--- src/rtl/sar_pkg.sv ---
package sar_pkg;
  typedef enum logic [2:0] {
    ST_IDLE,
    ST_ACQ,
    ST_CONV,
    ST_HOLD,
    ST_READ
  } ctrlState_e;

  // strobes from control to datapath
  typedef struct packed {
    logic load;   // sample taken: restart the approximation
  } dpStrobe_t;
endpackage

--- src/rtl/sar_ctrl.sv ---
module sar_ctrl
  import sar_pkg::*;
#(
  parameter int SYNC_STAGES = 2
) (
  input  logic      clk,
  input  logic      rstN,
  input  logic      clearIn,
  input  logic      csN,
  input  logic      rdConv,
  input  logic      convDone,
  output dpStrobe_t strb,
  output logic      eocN,
  output logic      dataOe,
  output logic      refOn
);
  localparam int TOP = SYNC_STAGES - 1;

  logic [TOP:0] csSync;
  logic [TOP:0] rcSync;
  logic         csPrev;
  logic         pdBit;
  ctrlState_e   state;

  always_ff @(posedge clk or negedge rstN) begin
    if (!rstN) begin
      csSync <= '1;
      rcSync <= '0;
      csPrev <= 1'b1;
    end else begin
      csSync <= {csSync[TOP-1:0], csN};
      rcSync <= {rcSync[TOP-1:0], rdConv};
      csPrev <= csSync[TOP];
    end
  end

  logic csNow, rcNow, csFall, csRise;
  assign csNow  = csSync[TOP];
  assign rcNow  = rcSync[TOP];
  assign csFall = csPrev & ~csNow;
  assign csRise = ~csPrev & csNow;

  always_comb begin
    strb      = '0;
    strb.load = (state == ST_ACQ) && csFall;
  end

  always_ff @(posedge clk or negedge rstN) begin
    if (!rstN) begin
      state  <= ST_IDLE;
      eocN   <= 1'b1;
      dataOe <= 1'b0;
      refOn  <= 1'b0;
      pdBit  <= 1'b0;
    end else if (clearIn && csNow) begin
      state  <= ST_IDLE;
      eocN   <= 1'b1;
      dataOe <= 1'b0;
      refOn  <= 1'b0;
      pdBit  <= 1'b0;
    end else begin
      case (state)
        ST_IDLE: if (csFall && !rcNow) begin
          state <= ST_ACQ;
          refOn <= 1'b1;
        end
        ST_ACQ: if (csFall) begin
          state <= ST_CONV;
          pdBit <= rcNow;
        end
        ST_CONV: if (convDone) begin
          state <= ST_HOLD;
          eocN  <= 1'b0;
          refOn <= ~pdBit;
        end
        ST_HOLD: if (csFall && rcNow) begin
          state  <= ST_READ;
          dataOe <= 1'b1;
        end
        ST_READ: if (csRise) begin
          state  <= ST_IDLE;
          dataOe <= 1'b0;
          eocN   <= 1'b1;
        end
        default: state <= ST_IDLE;
      endcase
    end
  end
endmodule

--- src/rtl/sar_dp.sv ---
module sar_dp
  import sar_pkg::*;
#(
  parameter int RES_BITS = 16,
  parameter int CLK_DIV  = 4,
  parameter int BYTE_BUS = 1,
  localparam int BUS_W   = (BYTE_BUS != 0) ? RES_BITS / 2 : RES_BITS
) (
  input  logic                clk,
  input  logic                rstN,
  input  dpStrobe_t           strb,
  input  logic                cmpBelow,
  input  logic                hiByteSel,
  output logic [RES_BITS-1:0] trialCode,
  output logic                convDone,
  output logic [BUS_W-1:0]    dataOut
);
  localparam int PTR_W    = $clog2(RES_BITS);
  localparam int DIV_W    = (CLK_DIV > 1) ? $clog2(CLK_DIV) : 1;
  localparam int SHIFT_HI = (BYTE_BUS != 0) ? BUS_W : 0;

  logic [RES_BITS-1:0] code;
  logic [RES_BITS-1:0] result;
  logic [PTR_W-1:0]    ptr;
  logic [DIV_W-1:0]    divCnt;
  logic                busy;
  logic                tick;

  assign tick = busy && (divCnt == DIV_W'(CLK_DIV - 1));

  always_ff @(posedge clk or negedge rstN) begin
    if (!rstN) begin
      code     <= '0;
      result   <= '0;
      ptr      <= '0;
      divCnt   <= '0;
      busy     <= 1'b0;
      convDone <= 1'b0;
    end else begin
      convDone <= 1'b0;
      if (strb.load) begin
        code   <= RES_BITS'(1) << (RES_BITS - 1);
        ptr    <= PTR_W'(RES_BITS - 1);
        divCnt <= '0;
        busy   <= 1'b1;
      end else if (busy) begin
        if (tick) begin
          divCnt    <= '0;
          code[ptr] <= ~cmpBelow;
          if (ptr == '0) begin
            busy     <= 1'b0;
            convDone <= 1'b1;
            result   <= {code[RES_BITS-1:1], ~cmpBelow};
          end else begin
            code[ptr - 1'b1] <= 1'b1;
            ptr              <= ptr - 1'b1;
          end
        end else begin
          divCnt <= divCnt + 1'b1;
        end
      end
    end
  end

  assign trialCode = code;
  assign dataOut   = hiByteSel ? BUS_W'(result >> SHIFT_HI) : BUS_W'(result);
endmodule

--- src/rtl/sar_ctrl_top.sv ---
module sar_ctrl_top
  import sar_pkg::*;
#(
  parameter int RES_BITS = 16,
  parameter int CLK_DIV  = 4,
  parameter int BYTE_BUS = 1,
  localparam int BUS_W   = (BYTE_BUS != 0) ? RES_BITS / 2 : RES_BITS
) (
  input  logic                clk,
  input  logic                rstN,
  input  logic                clearIn,
  input  logic                csN,
  input  logic                rdConv,
  input  logic                hiByteSel,
  input  logic                cmpBelow,
  output logic [RES_BITS-1:0] trialCode,
  output logic                eocN,
  output logic [BUS_W-1:0]    dataOut,
  output logic                dataOe,
  output logic                refOn
);
  dpStrobe_t strb;
  logic      convDone;

  sar_ctrl #(.SYNC_STAGES(2)) ctrl_i (
    .clk(clk), .rstN(rstN), .clearIn(clearIn), .csN(csN), .rdConv(rdConv),
    .convDone(convDone), .strb(strb), .eocN(eocN), .dataOe(dataOe), .refOn(refOn)
  );

  sar_dp #(.RES_BITS(RES_BITS), .CLK_DIV(CLK_DIV), .BYTE_BUS(BYTE_BUS)) dp_i (
    .clk(clk), .rstN(rstN), .strb(strb), .cmpBelow(cmpBelow), .hiByteSel(hiByteSel),
    .trialCode(trialCode), .convDone(convDone), .dataOut(dataOut)
  );
endmodule

--- config.mk ---
export PLATFORM = sky130hd
export DESIGN_NAME = sar_ctrl_top
export DESIGN_NICKNAME = d
export VERILOG_FILES = /design/src/rtl/sar_pkg.sv /design/src/rtl/sar_ctrl.sv /design/src/rtl/sar_dp.sv /design/src/rtl/sar_ctrl_top.sv
export SDC_FILE = /design/constraint.sdc
export NUM_CORES = 1
export LEC_CHECK = 0
export ABC_AREA = 1
export BUFFER_PORTS_ARGS = -buffer_cell sky130_fd_sc_hd__buf_2
export CAP_MARGIN = 20
export CORE_UTILIZATION = 30
export DETAILED_ROUTE_END_ITERATION = 7
export GPL_TIMING_DRIVEN = 1
export PLACE_DENSITY = 0.56
export SETUP_SLACK_MARGIN = 0.5
export SLEW_MARGIN = 20
export SYNTH_ARGS = -nofsm -noshare
export SYNTH_HDL_FRONTEND = slang
export SYNTH_HIERARCHICAL = 1
export SYNTH_SLANG_ARGS = --single-unit
--- constraint.sdc ---
create_clock -name clk -period 2.79 [get_ports clk]
set_clock_uncertainty 0.15 [all_clocks]
set_input_delay 0.837 -clock clk [delete_from_list [all_inputs] [get_ports clk]]
set_output_delay 0.837 -clock clk [all_outputs]
set_load 0.01 [all_outputs]
Word-level counts from Yosys, hierarchy flattened
Cells that the tools add are included.

Add/sub/neg operators: 2. $lt $le $gt $ge: 4. Equality and inequality tests: 11. Mux-type cells: 47. Bitwise gates (word level): 8. Reduce and logical (&&, ||, !) cells: 25.

Operators with widths (count): $mux W16 (4); $mux W1 (22); $mux W3 (6); $bwmux W16 (1); $mux W4 (4); $or A16 B16 Y16 (1); $pmux W3 S5 (1); $ne A3 B1 Y1 const B (4); $reduce_and A3 Y1 (4); $lt A4 B5 Y1 const B (2); $reduce_bool A3 Y1 (3); $demux W1 S4 (2); $ge A4 B1 Y1 const B (2); $mux W8 (1); $reduce_bool A2 Y1 (4); $logic_and A1 B1 Y1 (7); $eq A3 B2 Y1 const B (2); $mux W2 (3); $pmux W1 S2 (3); $not A1 Y1 (5); $reduce_and A5 Y1 (1); $logic_not A4 Y1 (1); $reduce_and A2 Y1 (2); $reduce_and A4 Y1 (1); 10 further kinds (11).

Flip-flop bits (word level): 52. Output and inout bits: 27. Logic and storage cells: 111.

Logic depth before layout (Yosys ltp)
Gate-level depths: netlist of the first run.

Word-level depth: 10. Mapped depth: 12. Mapped depth without buffers: 11.

Cells and area by module
Netlist of the first run, hierarchy kept.

By module, submodules not included: sar_dp (instances 1, cells each 285, area each 2259.7 um^2, seq. area each 1001.0 um^2); sar_ctrl (instances 1, cells each 76, area each 614.3 um^2, seq. area each 305.3 um^2).

Least setup slack after synthesis of the first run
OpenSTA, ideal clock, no wires.

Path type: input -> output. From: in hiByteSel. To: out dataOut[0]. Arrival time: 1.319 ns. Data required time: 1.803 ns. Slack: 0.484 ns. Stages: 2. Buffers on the path: 1. Cell sequence: clkbuf_1 o21ai_0.

Cells in the longest elaborated chain, start to end: 1.

Ends and longest elaborated chain: from (decl) (RTL line sar_ctrl_top.sv:14) `input logic hiByteSel,`; $mux W8 (RTL line sar_dp.sv:66) `assign dataOut = hiByteSel ? BUS_W'(result >> SHIFT_HI) : BUS_W'(result);`; to (decl) (RTL line sar_ctrl_top.sv:18) `output logic [BUS_W-1:0] dataOut,`.

No other way between the ends.

Worst setup path in the final report of the first run
From: in hiByteSel. To: out dataOut[5].

The elaborated chain is that of the path after synthesis.

==> run_results.csv, run 1 <==
group,metric,value,unit
finish,register_area,1310,sq um
status,status,"finished clean",
sta,setup_ws,0.543,ns
critical_path,arrival,1.26,ns
logic_synthesis,synth_area_leaders,"dfrtp_1 42%, nand2_1 13%, o21ai_0 7.1%",
critical_path,cp_slowest_stage_delay,0.15,ns
clock_network,cts_tree,"yes",
clock_network,clock_path_buffers,2,
logic_synthesis,synth_cells,361,
floorplan,die-area,9980,sq um
logic_synthesis,synthDistinctLibCells,31,
drt,vias_per_cell,4.58,
critical_path,crit_type,"in -> out",
placed_design,post-dp-hpwl,4.61,mm
clock_network,worstSkewPairLatency,0.31,ns
logic_synthesis,yosysTopAreaCell,"dfrtp_1",
placed_design,place_ws,0.459,ns
sta,slew_violations,0,
critical_path,crit_start,"hiByteSel",
clock_network,h-tree-depth,2,
critical_path,cp_top_family,"buffers and inverters",
critical_path,critical_path.slowest_cell,"o21ai_0",
logic_synthesis,ys_seq_area_frac,0.455,
logic_synthesis,synth_top_area_share,0.418,
placed_design,place.gp.congestion,0.873,
floorplan,initial_core_util,0.311,
drt,drt-total-wl,6.70,mm
drt,detail_route.iter0.violations,136,
logic_synthesis,async_reset_ff_frac,1.00,
finish,final_nets,421,
logic_synthesis,synth.most_common_cell,"nand2_1",
worst_hold_path,hp-start,"ctrl_i/rcSync[0]$_DFF_PN0_",
drt,drc,0,
finish,area_delta_synth_final,16.7,%
logic_synthesis,syn_avg_cell_area,7.96,sq um
drt,firstDrtPassIters,4,
power,power.density,1030,nW/um^2
logic_synthesis,dominantRegCellSynth,"dfrtp_1",
finish,multi_input_area,1340,sq um
power,p_leak,0.00174,uW
sta,setup_viol,0,
sta,hold_violations,0,
critical_path,cp.required,1.80,ns
clock_network,cts_sinks,52,
sta,finalSetupTns,0,ns
global_routing,overflow,0,
global_routing,grt_max_degree,21,
job,maxCapViolations,0,
finish,num-fill-cells,941,
drt,dr_total_vias,2449,
critical_path,reg2reg_from,"ctrl_i/state[2]$_DFFE_PN0P_",
drt,avgRoutedWirePerCell,12.5,um
critical_path,crit_buf_inv,2,
logic_synthesis,syn_area,2870,sq um
finish,antenna_cells,0,
placed_design,io_buffers,33,
logic_synthesis,synth_nets,377,
sta,rsz0062_at_grt,"yes",
finish,finalInstanceArea,3350,sq um
critical_path,cp-end-kind,"output pin",
power,vdd_drop_max,0.289,mV
floorplan,die_h,99.9,um
sta,slew_headroom,0.629,
floorplan,fp.dieW,99.9,um
clock_network,cts_buffers,5,
floorplan,io_pins,34,
clock_network,path_clk_slew,0.09,ns
finish,layout-drive-gt1-share,0.234,
logic_synthesis,synthTopCellsByCount,"102 x nand2_1, 48 x dfrtp_1, 41 x o21ai_0",
floorplan,coreArea,9240,sq um
clock_network,cts_hold_buf,0,
global_routing,grtUsageTotal,0.138,
global_routing,antenna_found_initial,0,
sta,fin_crit_sh,0.805,
clock_network,root_buffer,"clkbuf_8",
logic_synthesis,synth-edff-count,0,
logic_synthesis,synth-seq-cells,52,
critical_path,path_cells,"buf_6 -> o21ai_0 -> buf_2",
sta,min_period,2.25,ns
logic_synthesis,ys.warnings.count,6,
sta,worstMarginPinSlew,0.557,ns
worst_hold_path,hp-class,"reg -> reg",
finish,fin_util,0.363,
global_routing,grt_pass1_vias,2274,
critical_path,cp-start-kind,"input port",
drt,antenna_left,0,
critical_path,cp_max_fo,16,
placed_design,place_area,3150,sq um
sta,max_freq,445,MHz
floorplan,row_count,35,
global_routing,grt_pass1_wl,11.0,mm
==> cell type report <==
type	instances	share of cell area
multi-input cells	257	0.401
clock buffers	5	0.0205
clock inverters	3	0.0127
inverters	45	0.0530
flip-flops and latches	52	0.389
repair buffers	44	0.0757
well taps	129	0.0481
==> worst register-to-register path: stages, from the launching register on <==
cell,delay (ns)
dfrtp_1,0.42
inv_1,0.10
nand2_1,0.06
nor2_1,0.16
nand2_1,0.13
inv_2,0.12
inv_1,0.15
nand2_4,0.16
clkinvlp_4,0.18
buf_4,0.20
nand2_1,0.06
o21ai_0,0.10
==> sequential cells by signal, summed over array words and instances (netlist names) <==
signal / flops
ctrl_i/csSync: 2
ctrl_i/rcSync: 2
dp_i/ptr: 4
dp_i/convDone: 1
dp_i/busy: 1
dp_i/divCnt: 2
ctrl_i/state: 3
dp_i/result: 16
dp_i/trialCode: 16
ctrl_i/pdBit: 1
ctrl_i/eocN: 1
ctrl_i/csPrev: 1
ctrl_i/refOn: 1
ctrl_i/dataOe: 1
==> repair_timing <==
item	4_1_cts	5_1_grt
gates cloned	0	1
endpoints found under the setup margin	12	31
pin swaps	0	1
resized for setup	1	9
setup buffers	0	9
==> metrics by stage <==
step / cells / hold slack, ns / power (uW)
3_3_place_gp: 517 / 0.187 / 2840
5_1_grt: 535 / 0.215 / 3780
6_report: 535 / 0.205 / 3470
2_1_floorplan: 361 / 0.181 / 2410
4_1_cts: 525 / 0.208 / 3400
3_5_place_dp: 517 / 0.186 / 2860
==> cells by family (layout without fill, tap and decap cells) <==
group	count (synthesis)	in the layout	synth area share
multiplexers	5	5	0.0174
AO/OA/AOI/OAI	62	62	0.119
flip-flops	52	52	0.455
XOR/XNOR	1	1	0.00305
buffers and inverters	53	97	0.0845
AND/OR/NAND/NOR	179	180	0.283
adder cells (fa/ha/maj)	9	9	0.0392
==> final timing paths <==
kind	endpoint	slack [ns]	cells after the start
max reg2reg	dp_i/trialCode[14]$_DFFE_PN0P_	0.69	11
min	ctrl_i/rcSync[1]$_DFF_PN0_	0.20	0
max in group asynchronous	dp_i/result[0]$_DFFE_PN0P_	1.56	2
max	dataOut[5]	0.54	3
min in group asynchronous	dp_i/divCnt[0]$_DFFE_PN0P_	0.31	1
min reg2reg	ctrl_i/rcSync[1]$_DFF_PN0_	0.20	0
==> power by group <==
part           internal [uW]  switching (uW)
clock                    266             260
sequential              1020             249
combinational            593            1080
total                   1880            1590
==> cells in the final DEF, fill, tap and decap left out, drive strengths merged, types with 3 or more instances in the layout <==
cell type	instances
buf	44
dfrtp	48
a21oi	6
ha	9
mux2i	5
dfstp	4
nand3	39
clkinv	3
nor2	25
o21ai	52
inv	42
clkbuf	5
nand2	114
==> routing by layer <==
| metal | share of wire | vias to the layer above | GRT usage |
|---|---|---|---|
| li1 | - | 1239 | - |
| met1 | 0.49 | 1152 | 0.190 |
| met2 | 0.46 | 51 | 0.222 |
| met3 | 0.037 | 7 | 0.0174 |
| met4 | 0.012 | 0 | 0.0509 |
| met5 | 0 | - | 0 |
(Power assumes the default switching activity.)
==> run 2: changes to the inputs <==
--- a/config.mk
+++ b/config.mk
@@ -5,13 +5,13 @@
 export SDC_FILE = /design/constraint.sdc
 export NUM_CORES = 1
 export LEC_CHECK = 0
-export ABC_AREA = 1
+export ABC_AREA = 0
 export BUFFER_PORTS_ARGS = -buffer_cell sky130_fd_sc_hd__buf_2
 export CAP_MARGIN = 20
 export CORE_UTILIZATION = 30
 export DETAILED_ROUTE_END_ITERATION = 7
 export GPL_TIMING_DRIVEN = 1
-export PLACE_DENSITY = 0.56
+export PLACE_DENSITY = 0.57
 export SETUP_SLACK_MARGIN = 0.5
 export SLEW_MARGIN = 20
 export SYNTH_ARGS = -nofsm -noshare
==> constraint.sdc (replaced) <==
create_clock -name clk -period 2 [get_ports clk]
set_clock_uncertainty 0.15 [all_clocks]
set_input_delay 0.6 -clock clk [delete_from_list [all_inputs] [get_ports clk]]
set_output_delay 0.6 -clock clk [all_outputs]
set_load 0.01 [all_outputs]
==> run 2 against run 1 <==
- clock power rose by 15%
- critical endpoint is now dataOut[1]
- sequential power rose by 23%
- hold slack got worse by 0.13 ns
- largest cell class unchanged
- sequential share of layout area fell by 6.8 points
- largest power group unchanged
- core utilization rose by 10 points
==> run_results.csv, run 2 <==
group,metric,value,unit
status,status,"finished clean",
sta,rsz0062_at_grt,"yes",
critical_path,cp_max_fo,8,
power,p_leak,0.00196,uW
global_routing,grt_use_met3,0.0246,
finish,final_common_cell,"dfrtp_1",
floorplan,die_h,97,um
finish,mostFrequentLayoutCells,"45 x dfrtp_1, 40 x buf_4, 30 x buf_6",
sta,slew_violations,0,
critical_path,cp_slowest_stage_delay,0.30,ns
sta,slew_headroom,0.691,
finish,antenna_cells,0,
drt,drt-total-wl,6.87,mm
critical_path,cp_top_family,"buffers and inverters",
global_routing,overflow,0,
job,maxCapViolations,0,
global_routing,grt_pass1_wl,11.3,mm
power,vdd_drop_max,0.455,mV
finish,finalInstanceArea,4070,sq um
placed_design,post-dp-hpwl,4.17,mm
global_routing,grt_pass1_vias,2145,
finish,fin_util,0.467,
logic_synthesis,ys.warnings.count,6,
logic_synthesis,synthTopCellsByCount,"48 x dfrtp_1, 15 x mux2_2, 15 x mux2i_1",
critical_path,cp-end-kind,"output pin",
clock_network,cts_buffers,5,
global_routing,met1_usage,0.206,
drt,antenna_left,0,
drt,firstDrtPassIters,4,
floorplan,io_pins,34,
clock_network,root_buffer,"clkbuf_8",
sta,setup_viol,0,
placed_design,place_area,3160,sq um
drt,detail_route.iter0.violations,109,
drt,drc,0,
critical_path,critical_path.slowest_cell,"mux2_4",
sta,max_freq,500,MHz
floorplan,fp.dieW,97,um
logic_synthesis,ys_seq_area_frac,0.482,
sta,worstMarginPinSlew,0.463,ns
logic_synthesis,synth_nets,245,
clock_network,cts_sinks,52,
sta,worst_hold_slack,0.0733,ns
floorplan,row_count,34,
placed_design,io_buffers,33,
placed_design,placed_cells,375,
placed_design,place_ws,-0.0296,ns
clock_network,cts_tree,"yes",
critical_path,rr_endpoint,"dp_i/trialCode[9]$_DFFE_PN0P_",
logic_synthesis,syn_avg_cell_area,11.8,sq um
floorplan,die-area,9410,sq um
logic_synthesis,synth-seq-cells,52,
sta,fin_crit_sh,1.00,
finish,area_delta_synth_final,50.5,%
drt,dr_total_vias,2183,
global_routing,antenna_found_initial,0,
logic_synthesis,async_reset_ff_frac,1.00,
logic_synthesis,synth_top_area_share,0.444,
finish,final_nets,336,
finish,num-fill-cells,754,
critical_path,r2r_slack,0.10,ns
clock_network,clock_path_buffers,2,
critical_path,cp.required,1.25,ns
floorplan,initial_core_util,0.310,
clock_network,worstSkewPairLatency,0.31,ns
logic_synthesis,synth_area_leaders,"dfrtp_1 44%, mux2_2 6.2%, mux2i_1 5.5%",
logic_synthesis,synth.most_common_cell,"dfrtp_1",
global_routing,grt_util_met2,0.233,
critical_path,crit_buf_inv,3,
logic_synthesis,dominantRegCellSynth,"dfrtp_1",
placed_design,place.gp.congestion,0.840,
clock_network,cts_hold_buf,0,
clock_network,path_clk_slew,0.09,ns
critical_path,crit_path_frequent_cell,"buf_6",
finish,finalNonFillerCells,429,
critical_path,reg2reg_from,"dp_i/ptr[0]$_DFFE_PN0P_",
worst_hold_path,hp-class,"in -> async",
critical_path,reg2reg_depth,6,
critical_path,crit_type,"in -> out",
logic_synthesis,syn_area,2710,sq um
logic_synthesis,yosysTopAreaCell,"dfrtp_1",
clock_network,h-tree-depth,2,
global_routing,top_usage_layer,"met2",
critical_path,cp-start-kind,"input port",
global_routing,grt_max_degree,21,
drt,avgRoutedWirePerCell,16.0,um
critical_path,arrival,1.25,ns
power,power.density,1240,nW/um^2
finish,layout-drive-gt1-share,0.589,
sta,min_period,2.00,ns
floorplan,coreArea,8720,sq um
logic_synthesis,synthDistinctLibCells,53,
global_routing,grtUsageTotal,0.149,
critical_path,path_cells,"buf_6 -> buf_12 -> mux2_4 -> buf_6",
logic_synthesis,synth-edff-count,0,
sta,setup_ws,0.000788,ns
sta,hold_violations,0,
drt,vias_per_cell,5.09,
logic_synthesis,synth_cells,229,
==> run 2: final cells by class <==
type | count | area [sq um] | area share
multi-input combinational | 156 | 1630 | 0.400
sequential | 52 | 1310 | 0.322
timing repair buffer | 98 | 883 | 0.217
tap | 108 | 135 | 0.0332
clock buffer | 6 | 72.6 | 0.0178
inverter | 7 | 28.8 | 0.00706
clock inverter | 2 | 16.3 | 0.00399
==> run 2: power by group <==
group / internal, uW / switching, uW / leakage [uW]
combinational: 1510 / 1370 / 0.00125
sequential: 1340 / 224 / 0.000662
clock: 250 / 357 / 0.0000414
total: 3100 / 1950 / 0.00196
==> run 2: worst register-to-register path: cells and delay by family, from the launching register on <==
kind,cells,cell delay (ns)
buf+inv,2,0.23
flops,1,0.44
simple gates,2,0.50
compound gates,2,0.51
==> run 2: how the worst max path moves through the flow <==
| stage | endpoint | startpoint | depth (start not counted) |
|---|---|---|---|
| 2_1_floorplan | dp_i/result[15]$_DFFE_PN0P_ | dp_i/ptr[0]$_DFFE_PN0P_ | 7 |
| 3_3_place_gp | dataOut[1] | hiByteSel | 4 |
| 3_5_place_dp | dataOut[4] | hiByteSel | 4 |
| 4_1_cts | dataOut[1] | hiByteSel | 4 |
| 5_1_grt | dataOut[0] | hiByteSel | 4 |
| 6_report | dataOut[1] | hiByteSel | 4 |
==> run 2: what timing repair did <==
item,CTS,global route
pin swaps,32,9
resized for setup,69,26
endpoints found under the setup margin,67,71
buffers inserted,36,8
cloned,2,0
==> run 2: cell families after synthesis <==
logic type | after synthesis | synth area share
adders and majority gates | 9 | 0.0416
DFF | 52 | 0.482
AOI/OAI and AO/OA | 49 | 0.128
xor gates and xnor gates | 1 | 0.00324
muxes | 40 | 0.172
and+or+nand+nor | 57 | 0.130
buffers and inverters | 21 | 0.0430
==> run 2: stage by stage <==
stage | total power (uW) | TNS (ns)
2_1_floorplan | 2820 | 0
3_3_place_gp | 3380 | -0.210
3_5_place_dp | 3410 | -0.230
4_1_cts | 4800 | 0
5_1_grt | 5350 | -0.0593
6_report | 5050 | 0
==> run 2: routing by layer <==
metal  vias to the layer above  share of wire  wire length (um)
met5                         -              0                 0
met4                         0          0.019               131
met3                        14          0.031               215
met2                        48           0.49              3340
met1                      1097           0.46              3180
li1                       1024              -                 -
==> run 3: changes to the inputs <==
--- a/config.mk
+++ b/config.mk
@@ -11,7 +11,7 @@
 export CORE_UTILIZATION = 30
 export DETAILED_ROUTE_END_ITERATION = 7
 export GPL_TIMING_DRIVEN = 1
-export PLACE_DENSITY = 0.57
+export PLACE_DENSITY = 0.56
 export SETUP_SLACK_MARGIN = 0.5
 export SLEW_MARGIN = 20
 export SYNTH_ARGS = -nofsm -noshare
==> constraint.sdc (replaced) <==
create_clock -name clk -period 2.1 [get_ports clk]
set_clock_uncertainty 0.15 [all_clocks]
set_input_delay 0.63 -clock clk [delete_from_list [all_inputs] [get_ports clk]]
set_output_delay 0.63 -clock clk [all_outputs]
set_load 0.01 [all_outputs]
==> run 3 against run 2 <==
- sequential share of layout area decreased by 1.4 points
- die area unchanged
- routed wire length increased by 8.1%
- sequential power decreased by 5%
- combinational power increased by 11%
- critical path type unchanged
==> run_results.csv, run 3 (same netlist as run 2, synthesis figures left out) <==
group,metric,value,unit
global_routing,grt_pass1_wl,11.5,mm
sta,finalSetupTns,0,ns
placed_design,placed_cells,371,
clock_network,cts_sinks,52,
global_routing,overflow,0,
floorplan,fp.dieW,97,um
floorplan,row_count,34,
finish,area_delta_synth_final,57.2,%
floorplan,io_pins,34,
sta,hold_violations,0,
worst_hold_path,hp-class,"in -> async",
clock_network,cts_hold_buf,0,
clock_network,cts_buffers,5,
sta,max_freq,485,MHz
sta,slew_headroom,0.705,
power,p_leak,0.00206,uW
sta,rsz0062_at_grt,"yes",
placed_design,post-dp-hpwl,3.93,mm
drt,avgRoutedWirePerCell,16.7,um
global_routing,grtUsageTotal,0.152,
drt,drt-total-wl,7.42,mm
critical_path,cp.required,1.32,ns
finish,antenna_cells,0,
critical_path,cp_max_fo,8,
placed_design,place.gp.congestion,0.795,
clock_network,clock_path_buffers,2,
drt,dr_total_vias,2277,
sta,slew_violations,0,
finish,layout-drive-gt1-share,0.622,
critical_path,arrival,1.28,ns
drt,detail_route.iter0.violations,75,
clock_network,path_clk_slew,0.09,ns
finish,final_nets,351,
global_routing,grt_max_degree,53,
clock_network,worstSkewPairLatency,0.31,ns
status,status,"finished clean",
floorplan,coreArea,8720,sq um
critical_path,r2r_slack,0.20,ns
drt,drc,0,
critical_path,crit_type,"in -> out",
placed_design,io_buffers,33,
finish,mostFrequentLayoutCells,"45 x dfrtp_1, 45 x buf_4, 37 x buf_6",
floorplan,initial_core_util,0.310,
sta,worst_hold_slack,0.139,ns
sta,fin_crit_sh,0.981,
clock_network,root_buffer,"clkbuf_8",
clock_network,h-tree-depth,2,
sta,worstMarginPinSlew,0.442,ns
drt,vias_per_cell,5.13,
finish,fin_util,0.488,
job,maxCapViolations,0,
power,power.density,1240,nW/um^2
sta,setup_viol,0,
critical_path,cp-end-kind,"output pin",
global_routing,grt_pass1_vias,2281,
critical_path,cp-start-kind,"input port",
drt,firstDrtPassIters,4,
global_routing,antenna_found_initial,0,
floorplan,die-area,9410,sq um
clock_network,cts_tree,"yes",
power,vdd_drop_max,0.416,mV
floorplan,die_h,97,um
sta,min_period,2.06,ns
finish,finalNonFillerCells,444,
drt,antenna_left,0,
[run 3: cell count changes in the layout (fill, tap and decap cells not counted), sizes merged]
cell and delta:
buf +15
[run 3: worst max-delay path: stages]
cell    delay [ns]
buf_6         0.10
buf_12        0.13
mux2_4        0.30
buf_6         0.12
[run 3: final timing paths]
path                                                 start                          end  depth (start not counted)
max in group asynchronous                             rstN      ctrl_i/eocN$_DFFE_PN1P_                          2
worst min register to register  ctrl_i/csSync[0]$_DFF_PN1_   ctrl_i/csSync[1]$_DFF_PN1_                          0
worst min-delay path                                  rstN     ctrl_i/refOn$_DFFE_PN0P_                          2
worst max-delay path                             hiByteSel                   dataOut[2]                          4
min in group clk                ctrl_i/csSync[0]$_DFF_PN1_   ctrl_i/csSync[1]$_DFF_PN1_                          0
worst max register to register     dp_i/ptr[1]$_DFFE_PN0P_  dp_i/result[13]$_DFFE_PN0P_                          7
[run 3: what timing repair did]
action / CTS / global route
cloned: 2 / 0
gates resized for setup: 80 / 32
pin swaps: 29 / 25
buffers inserted: 52 / 11
setup endpoints to repair: 66 / 66
hold endpoints to repair: 0 / 0
[run 3: final cells by class]
type | count | area, sq um
flip-flops and latches | 52 | 1310
well taps | 108 | 135
clock buffers | 6 | 72.6
multi-input cells | 156 | 1660
inverters | 7 | 33.8
fillers | 725 | 4460
clock inverters | 2 | 12.5
repair buffers | 113 | 1030
[run 3: through the flow]
| stage | power (uW) | cell area, sq um | worst slack, ns |
|---|---|---|---|
| 4_1_cts | 4790 | 4010 | 0.0374 |
| 3_5_place_dp | 3190 | 3120 | 0.00556 |
| 5_1_grt | 5570 | 4260 | 0.0288 |
| 2_1_floorplan | 2670 | 2800 | 0.159 |
| 3_3_place_gp | 3170 | 3120 | 0.0126 |
| 6_report | 5260 | 4260 | 0.0399 |
[run 3: metal layers]
metal,vias to the layer above,share of wire,GRT usage,wire [um]
li1,1052,-,-,-
met1,1161,0.43,0.194,3200
met2,54,0.52,0.252,3880
met3,10,0.030,0.0289,225
met4,0,0.015,0.0608,110
met5,-,0,0,0
[run 3: power by group]
group	internal (uW)	switching, uW
combinational	1720	1480
clock	234	336
sequential	1280	205
